===== src/rtl/dbg_mass_erase_pkg.sv =====
package dbg_mass_erase_pkg;
  localparam int unsigned RW = 32;
  localparam logic [7:0]  OFF_CTRL = 8'h00;
  localparam logic [7:0]  OFF_STAT = 8'h10;
  localparam logic [7:0]  OFF_ID   = 8'hFC;
  localparam logic [RW-1:0] ID_VALUE = 32'h0243_0002;
  localparam int unsigned CTRL_ERASE_BIT = 0;
  localparam int unsigned CTRL_RST_BIT   = 3;
  localparam int unsigned STAT_LOCK_BIT  = 2;
  localparam logic [RW-1:0] WORD_BLANK = '1;
  localparam logic [RW-1:0] WORD_FW_OPEN = '0;
endpackage


===== src/rtl/dme_erase_seq.sv =====
module dme_erase_seq #(
  parameter int unsigned ERASE_CYCLES = 16
) (
  input  logic clk_i,
  input  logic rst_ni,
  input  logic start_i,
  output logic busy_o,
  output logic done_o
);
  localparam int unsigned CW = $clog2(ERASE_CYCLES + 1);
  localparam logic [CW-1:0] LAST = CW'(ERASE_CYCLES - 1);

  logic [CW-1:0] cnt_q;
  logic          busy_q;

  assign done_o = busy_q && (cnt_q == '0);
  assign busy_o = busy_q;

  always_ff @(posedge clk_i or negedge rst_ni) begin
    if (!rst_ni) begin
      busy_q <= 1'b0;
      cnt_q  <= '0;
    end else if (start_i && !busy_q) begin
      busy_q <= 1'b1;
      cnt_q  <= LAST;
    end else if (busy_q) begin
      if (cnt_q == '0) busy_q <= 1'b0;
      else             cnt_q  <= cnt_q - 1'b1;
    end
  end
endmodule


===== src/rtl/dme_flash.sv =====
module dme_flash #(
  parameter int unsigned DEPTH = 16,
  localparam int unsigned AW = $clog2(DEPTH)
) (
  input  logic          clk_i,
  input  logic          rst_ni,
  input  logic          blank_all_i,
  input  logic          we_i,
  input  logic [AW-1:0] addr_i,
  input  logic [31:0]   wdata_i,
  output logic [31:0]   rdata_o,
  output logic [31:0]   top_word_o
);
  logic [31:0] mem_q [DEPTH];

  for (genvar g = 0; g < DEPTH; g++) begin : g_word
    always_ff @(posedge clk_i or negedge rst_ni) begin
      if (!rst_ni)                             mem_q[g] <= '1;
      else if (blank_all_i)                    mem_q[g] <= '1;
      else if (we_i && addr_i == AW'(g))       mem_q[g] <= wdata_i;
    end
  end

  assign rdata_o    = mem_q[addr_i];
  assign top_word_o = mem_q[DEPTH-1];
endmodule


===== src/rtl/dme_lock_eval.sv =====
module dme_lock_eval
  import dbg_mass_erase_pkg::*;
(
  input  logic [RW-1:0] word_i,
  output logic          locked_o
);
  // both the blank value and the firmware-cleared value count as open
  assign locked_o = (word_i != WORD_BLANK) && (word_i != WORD_FW_OPEN);
endmodule


===== src/rtl/dbg_mass_erase.sv =====
module dbg_mass_erase
  import dbg_mass_erase_pkg::*;
#(
  parameter int unsigned FL_DEPTH     = 16,
  parameter int unsigned ERASE_CYCLES = 16,
  localparam int unsigned FL_AW = $clog2(FL_DEPTH)
) (
  input  logic             clk_i,
  input  logic             rst_ni,
  input  logic             reg_wr_i,
  input  logic [7:0]       reg_addr_i,
  input  logic [RW-1:0]    reg_wdata_i,
  output logic [RW-1:0]    reg_rdata_o,
  output logic             core_rst_o,
  input  logic             fl_we_i,
  input  logic [FL_AW-1:0] fl_addr_i,
  input  logic [RW-1:0]    fl_wdata_i,
  output logic [RW-1:0]    fl_rdata_o
);
  logic rst_req_q;
  logic erase_busy, erase_done, erase_start;
  logic locked;
  logic wr_ctrl;
  logic [RW-1:0] top_word;

  assign wr_ctrl = reg_wr_i && (reg_addr_i == OFF_CTRL) && !erase_busy;
  // erase honoured only with reset already held and kept held by this write
  assign erase_start = wr_ctrl && rst_req_q &&
                       reg_wdata_i[CTRL_RST_BIT] && reg_wdata_i[CTRL_ERASE_BIT];

  always_ff @(posedge clk_i or negedge rst_ni) begin
    if (!rst_ni)      rst_req_q <= 1'b0;
    else if (wr_ctrl) rst_req_q <= reg_wdata_i[CTRL_RST_BIT];
  end

  assign core_rst_o = rst_req_q;

  dme_erase_seq #(.ERASE_CYCLES(ERASE_CYCLES)) i_seq (
    .clk_i   (clk_i),
    .rst_ni  (rst_ni),
    .start_i (erase_start),
    .busy_o  (erase_busy),
    .done_o  (erase_done)
  );

  dme_flash #(.DEPTH(FL_DEPTH)) i_flash (
    .clk_i       (clk_i),
    .rst_ni      (rst_ni),
    .blank_all_i (erase_done),
    .we_i        (fl_we_i && !rst_req_q && !erase_busy),
    .addr_i      (fl_addr_i),
    .wdata_i     (fl_wdata_i),
    .rdata_o     (fl_rdata_o),
    .top_word_o  (top_word)
  );

  dme_lock_eval i_lock (
    .word_i   (top_word),
    .locked_o (locked)
  );

  always_comb begin
    reg_rdata_o = '0;
    unique case (reg_addr_i)
      OFF_CTRL: begin
        reg_rdata_o[CTRL_RST_BIT]   = rst_req_q;
        reg_rdata_o[CTRL_ERASE_BIT] = erase_busy;
      end
      OFF_STAT: reg_rdata_o[STAT_LOCK_BIT] = locked;
      OFF_ID:   reg_rdata_o = ID_VALUE;
      default:  reg_rdata_o = '0;
    endcase
  end
endmodule


===== config.mk =====
export PLATFORM = sky130hd
export DESIGN_NAME = dbg_mass_erase
export DESIGN_NICKNAME = d
export VERILOG_FILES = /design/src/rtl/dbg_mass_erase_pkg.sv /design/src/rtl/dme_erase_seq.sv /design/src/rtl/dme_flash.sv /design/src/rtl/dme_lock_eval.sv /design/src/rtl/dbg_mass_erase.sv
export SDC_FILE = /design/constraint.sdc
export NUM_CORES = 1
export LEC_CHECK = 0
export ABC_AREA = 1
export ABC_CLOCK_PERIOD_IN_PS = 2400
export BUFFER_PORTS_ARGS = -buffer_cell sky130_fd_sc_hd__clkbuf_2
export CAP_MARGIN = 20
export CORE_ASPECT_RATIO = 0.8
export CORE_MARGIN = 5
export CORE_UTILIZATION = 37
export DETAILED_ROUTE_END_ITERATION = 8
export SLEW_MARGIN = 40
export SYNTH_ARGS = -nofsm -noshare
export SYNTH_HDL_FRONTEND = slang
export SYNTH_SLANG_ARGS = --single-unit

===== constraint.sdc =====
create_clock -name clk_i -period 2.4 [get_ports clk_i]
set_input_delay 0.12 -clock clk_i [delete_from_list [all_inputs] [get_ports clk_i]]
set_output_delay 0.12 -clock clk_i [all_outputs]
set_load 0.01 [all_outputs]

==> flow_metrics.tcl, run 1 <==
set metrics [dict create \
    status "completed" \
    yosysTopAreaCellShare 0.490 \
    gp_congestion 0.834 \
    placed_cell_area_um2 28700 \
    drt_wl_total_um 80100 \
    grtUsageTotal 0.201 \
    post-route-util 0.417 \
    top_level_ports 145 \
    wl_per_cell_um 15.9 \
    clk_pin_slew_ns 0.07 \
    setup.worst_path.class "reg2out" \
    root_buffer "clkbuf_16" \
    drc 0 \
    totalNegativeSetupSlack_ns 0 \
    finalCritPeriodShare 0.914 \
    max_slew_margin 0.621 \
    power_frac_seq 0.486 \
    finalHoldViolCount 0 \
    area_delta_synth_final_pct 11.8 \
    synth_edf_count 0 \
    portBuffers 90 \
    nFillCells 7687 \
    worstPathMaxFanout 4 \
    fin_nets 4077 \
    cp-start-kind "register" \
    worst_ep_required_time_ns 2.28 \
    die_h_um 254 \
    antenna_found_initial 1 \
    die_area_um2 79800 \
    synth_top_cell_by_area "dfstp_2" \
    power.leakage_nw 15.3 \
    die_w_um 315 \
    htree_levels 2 \
    synthMuxAreaShare 0 \
    post_cts_buffers 0 \
    pwr_density_cell_nw_per_um2 830 \
    synth-compound-area-share 0.00255 \
    drtAntennaViolNets 0 \
    core_um2 73600 \
    peakVddDrop_v 0.000598 \
    clkSinkCount 519 \
    synthTopCellsByCount "nor2_1 (1,540), nand2_1 (1,477), dfstp_2 (512)" \
    worst_pin_slew_ns 0.568 \
    synth_warnings 0 \
    design_area_um2 30700 \
    clock_latency_ns 0.60 \
    synth_top_family_by_area "simple AND/OR/NAND/NOR gates" \
    drive_above_1_share 0.200 \
    dp_hpwl_um 48800 \
    yosysMostFrequentCell "nor2_1" \
    cts_tree "built" \
    synth_area_per_cell_um2 6.88 \
    ys_seq_elements 519 \
    synthSimpleGateAreaFrac 0.428 \
    holdWs_ns 0.0297 \
    min_path_type "in2reg" \
    initial_core_util 0.373 \
    viasPerCell 4.64 \
    seq_area_frac_synth 0.496 \
    ys_async_sr_fraction 1.00 \
    vias 23400 \
    skew_ns 0.0143 \
    maxSlewViolCount 0 \
    clockBufferDepth 3 \
    yosys-top-cells-area "dfstp_2 (49%), nor2_1 (21%), nand2_1 (20%)" \
    syn_area_um2 27500 \
    syn_inst 3988 \
    end_kind "primary output" \
    synth_ff_type "dfstp_2" \
    diodes 0 \
    grt_max_degree 90 \
    cts_buffers 53 \
    p_sw_w 0.00716 \
    grt_overflow 0 \
    drt_iter0_markers 1783 \
    cp.arrival_ns 2.07 \
    internal_power_w 0.0183 \
    synthAdderAreaFrac 0.000456 \
    switching_share 0.281 \
    p_clk_frac 0.349 \
    grt_pass1_wl_um 129000 \
    max_cap_viol_count 0 \
    rsz0062_at_grt "false" \
    rows 89 \
    grt_pass1_vias 23200 \
    pwr-share-comb 0.165 \
    dr.pass1.iters 5 \
    period_needed_ns 2.19 \
    synth_cell_types 27 \
    synthXorXnorAreaFrac 0 \
    finalSetupViolations 0 \
    max_clock_freq_mhz 456 \
]
[power groups by stage]
stage / Sequential [W] / Combinational (W) / Clock (W)
after floorplan: 0.0123 / 0.00312 / 0
after global placement: 0.0125 / 0.00411 / 0
after detailed placement: 0.0125 / 0.00421 / 0
after CTS: 0.0124 / 0.00424 / 0.00909
after global routing: 0.0126 / 0.00493 / 0.00946
final: 0.0124 / 0.00421 / 0.00888
[state kept, by name (all words and copies together) (netlist names)]
signal              count
i_flash.top_word_o     32
i_flash.mem_q         480
i_seq.cnt_q             5
core_rst_o              1
i_seq.busy_o            1
[worst max-delay path: stages (launching register included)]
cell	delay, ns
dfstp_2	0.56
nand2_1	0.06
nor2_1	0.10
nand2_1	0.10
nor2_1	0.31
nand2_1	0.09
nand2_1	0.07
nor2_1	0.05
clkbuf_2	0.13
[routing by layer]
metal,part of all wire,up-vias,wire length [um],track usage
li1,-,11700,-,-
met4,0.022,2,1730,0.0451
met1,0.48,11000,38200,0.287
met5,0.000087,-,7,0
met2,0.45,546,35700,0.322
met3,0.056,105,4510,0.0329
[path summary, 6_finish.rpt]
check / startpoint / depth (start not counted) / end / slack [ns]
worst min register to register: i_flash.mem_q[419]$_DFFE_PN1P_ / 2 / i_flash.mem_q[419]$_DFFE_PN1P_ / 0.50
worst min-delay path: fl_wdata_i[1] / 6 / i_flash.mem_q[161]$_DFFE_PN1P_ / 0.03
worst max-delay path: i_flash.top_word_o[29]$_DFFE_PN1P_ / 8 / reg_rdata_o[2] / 0.21
min in group asynchronous: rst_ni / 2 / i_flash.mem_q[158]$_DFFE_PN1P_ / 0.42
max in group asynchronous: rst_ni / 4 / i_flash.mem_q[68]$_DFFE_PN1P_ / 1.43
worst max register to register: i_seq.busy_o$_DFF_PN0_ / 5 / core_rst_o$_DFFE_PN0N_ / 0.41
[layout make-up]
cell class	instances	area, um2	share of cell area
inverters	128	490	0.0160
flip-flops and latches	519	13600	0.444
clock inverters	22	264	0.00861
well taps	1001	1250	0.0408
multi-input cells	3105	11900	0.389
repair buffers	189	1530	0.0498
clock buffers	78	1590	0.0519
[cells by family (layout without fill, tap and decap cells)]
| group | count (synthesis) | count (layout) |
|---|---|---|
| AOI/OAI and AO/OA | 14 | 14 |
| adders and majority gates | 1 | 1 |
| buffers and inverters | 387 | 417 |
| DFF | 519 | 519 |
| other | 1 | 24 |
| and+or+nand+nor | 3066 | 3066 |
[through the flow]
stage               setup WS [ns]  total power [W]  cells
global placement            0.436           0.0166   4928
finish                      0.207           0.0255   5042
CTS                         0.159           0.0257   5042
detailed placement          0.454           0.0167   4928
floorplan                   0.849           0.0154   4011
global route               0.0476           0.0270   5042
[cell usage in the layout (no fill, tap or decap), drive strengths merged]
master	Yosys	routed
nand3b	1	1
dlygate4sd3	0	14
buf	211	88
clkinv	1	16
ha	1	1
dfrtp	7	7
nand2	1500	1500
nor3	2	2
dfstp	512	512
nand4	3	3
o21ai	14	14
nor2	1544	1544
conb	1	24
clkbuf	48	165
nand3	16	16
inv	127	128
bufinv	0	6
[timing repair]
action	CTS	global route
hold buffers	14	0
gates resized for setup	0	0
endpoints found under the hold margin	145	0
Power figures use the tool's default switching activity.
==> inputs of run 2 (changes only) <==
--- a/config.mk
+++ b/config.mk
@@ -12,8 +12,10 @@
 export CORE_ASPECT_RATIO = 0.8
 export CORE_MARGIN = 5
 export CORE_UTILIZATION = 37
+export CTS_BUF_LIST = sky130_fd_sc_hd__clkbuf_4 sky130_fd_sc_hd__clkbuf_8
 export DETAILED_ROUTE_END_ITERATION = 8
 export SLEW_MARGIN = 40
 export SYNTH_ARGS = -nofsm -noshare
 export SYNTH_HDL_FRONTEND = slang
+export SYNTH_HIERARCHICAL = 1
 export SYNTH_SLANG_ARGS = --single-unit
==> flow_metrics.tcl, run 2 <==
set metrics [dict create \
    status "completed" \
    htree_levels 3 \
    holdWs_ns 0.0510 \
    setup.worst_path.class "reg2out" \
    cp_slowest_cell "dfstp_2" \
    yosys-top-cells-area "dfstp_2 (51%), nand2_1 (21%), nor2_1 (9.2%)" \
    grt_pass1_vias 20200 \
    power.leakage_nw 14.4 \
    drt_iter0_markers 1204 \
    period_needed_ns 2.25 \
    drtAntennaViolNets 0 \
    clkSinkCount 519 \
    cp_top_family "simple AND/OR/NAND/NOR gates" \
    portBuffers 90 \
    syn_area_um2 26200 \
    cp_cell_sequence "nand2_1 > nand2_1 > nand2_1 > nand2_1 > nand2_1 > nand2_1 > inv_1 > nand2_1 > clkbuf_2" \
    totalNegativeSetupSlack_ns 0 \
    synthTopCellsByCount "nand2_1 (1,438), nor2_1 (642), dfstp_2 (512)" \
    final_common_cell "nand2_1" \
    drive_above_1_share 0.249 \
    antenna_found_initial 1 \
    max_slew_margin 0.483 \
    synth_top_family_by_area "simple AND/OR/NAND/NOR gates" \
    synth_area_per_cell_um2 7.45 \
    slowest_delay_ns 0.59 \
    grt_max_degree 77 \
    dr.pass1.iters 5 \
    viasPerCell 4.68 \
    cp.arrival_ns 2.13 \
    worst_ep_required_time_ns 2.28 \
    gp_congestion 0.799 \
    peakVddDrop_v 0.000496 \
    clockBufferDepth 3 \
    synth-compound-area-share 0.0916 \
    largest-register "i_flash/mem_q" \
    nFillCells 7402 \
    end_kind "primary output" \
    post-route-util 0.422 \
    max_clock_freq_mhz 444 \
    seq_area_frac_synth 0.521 \
    vias 21300 \
    fin_nets 3631 \
    cts_buffers 84 \
    die_h_um 248 \
    cts_tree "built" \
    syn_inst 3516 \
    grt_pass1_wl_um 115000 \
    finalCritPeriodShare 0.937 \
    placed_cells 4361 \
    pwr_density_cell_nw_per_um2 829 \
    core_um2 70300 \
    wl_per_cell_um 16.1 \
    dp_hpwl_um 43500 \
    post_cts_buffers 0 \
    min_path_type "in2reg" \
    layout_common_cells "nand2_1 (1,435), nor2_1 (626), dfstp_2 (512)" \
    top_level_ports 145 \
    maxSlewViolCount 0 \
    die_w_um 307 \
    synthMuxAreaShare 0 \
    root_buffer "clkbuf_8" \
    synth_top_cell_by_area "dfstp_2" \
    worstPathMaxFanout 4 \
    finalHoldViolCount 0 \
    cp-start-kind "register" \
    drt_wl_total_um 73100 \
    max_cap_viol_count 0 \
    synthXorXnorAreaFrac 0.000335 \
    stdcell_count 4546 \
    ys_seq_elements 519 \
    initial_core_util 0.372 \
    largest_reg_flops 480 \
    drc 0 \
    synth_ff_type "dfstp_2" \
    synth_cell_types 26 \
    synth_edf_count 0 \
    synthSimpleGateAreaFrac 0.312 \
    p_total_w 0.0246 \
    skew_ns 0.0234 \
    worst_pin_slew_ns 0.775 \
    finalSetupViolations 0 \
    synthAdderAreaFrac 0.000478 \
    die_area_um2 76200 \
    yosysMostFrequentCell "nand2_1" \
    rows 87 \
    grt_overflow 0 \
    path_buf_inv 2 \
    ys_async_sr_fraction 1.00 \
    clk_pin_slew_ns 0.06 \
    rsz0062_at_grt "false" \
    grtUsageTotal 0.189 \
    synth_warnings 6 \
    yosysTopAreaCellShare 0.514 \
    area_delta_synth_final_pct 13.4 \
    path_common_cell "nand2_1" \
    clock_latency_ns 0.69 \
]
## run 2: cell types whose count changed in the layout (fill, tap and decap cells not counted), sizes merged, moves of 2 or more
cell | previous run | this run
a21oi | 0 | 479
o21ai | 14 | 0
buf | 88 | 94
clkbuf | 165 | 225
bufinv | 6 | 0
nand4 | 3 | 6
clkinv | 16 | 5
or2 | 0 | 2
nor2 | 1544 | 653
nand2 | 1500 | 1459
nand3 | 16 | 10
dlygate4sd3 | 14 | 36
inv | 128 | 93
## run 2: final cells by class
type,count,area [um2],share of cell area
clock buffer,137,1670,0.0562
multi-input combinational,2639,10700,0.362
tap,934,1170,0.0394
sequential,519,13600,0.459
clock inverter,10,77.6,0.00261
timing repair buffer,218,2040,0.0689
inverter,88,343,0.0116
antenna,1,2.50,0.0000843
## run 2: stage by stage
stage / setup slack, ns / area (um2)
after CTS: 0.0106 / 29600
after global routing: 0.00737 / 29700
after global placement: 0.165 / 27500
after floorplan: 0.571 / 26300
final: 0.150 / 29700
after detailed placement: 0.125 / 27500
## run 2: cell families after synthesis
kind of cell | after synthesis
AO/OA/AOI/OAI | 479
other | 1
AND/OR/NAND/NOR | 2134
adder cells (fa/ha/maj) | 1
buffers and inverters | 381
XOR/XNOR | 1
flip-flops | 519
## run 2: power breakdown
part | leakage, nW | internal [W] | switching (W)
Sequential | 5.50 | 0.0115 | 0.000850
Combinational | 7.93 | 0.00168 | 0.00257
Clock | 0.940 | 0.00440 | 0.00361
Total | 14.4 | 0.0176 | 0.00702
## run 2: final timing paths
kind	cells past startpoint	to	startpoint	slack, ns
min reg2reg	2	i_seq/cnt_q[0]$_DFFE_PN0P_	i_seq/cnt_q[0]$_DFFE_PN0P_	0.49
min in group asynchronous	2	core_rst_o$_DFFE_PN0P_	rst_ni	0.08
max in group asynchronous	3	i_flash/mem_q[204]$_DFFE_PN1P_	rst_ni	1.48
min	6	i_flash/mem_q[217]$_DFFE_PN1P_	fl_addr_i[0]	0.05
max reg2reg	10	i_flash/mem_q[257]$_DFFE_PN1P_	i_seq/cnt_q[0]$_DFFE_PN0P_	0.24
max	9	fl_rdata_o[8]	i_flash/top_word_o[8]$_DFFE_PN1P_	0.15
## run 2: worst reg2reg max path, cell delays in order (launching register included)
cell and delay [ns]:
dfrtp_1 0.37, inv_1 0.12, ha_1 0.25, nand3_2 0.15, nor2_4 0.14, buf_12 0.18
inv_4 0.15, nand2_2 0.13, buf_12 0.32, nor2_1 0.11, a21oi_1 0.15
## run 2: timing repair
action / CTS / global route
gates cloned: 0 / 1
endpoints found under the hold margin: 546 / 0
setup endpoints to repair: 1 / 83
pin swaps: 1 / 0
resized for setup: 1 / 15
hold buffers: 36 / 0
## run 2: routing by layer
layer | up-vias | track usage | part of all wire
met2 | 363 | 0.301 | 0.45
met4 | 0 | 0.0481 | 0.020
met1 | 9978 | 0.271 | 0.49
met5 | - | 0 | 0
met3 | 89 | 0.0305 | 0.044
li1 | 10900 | - | -
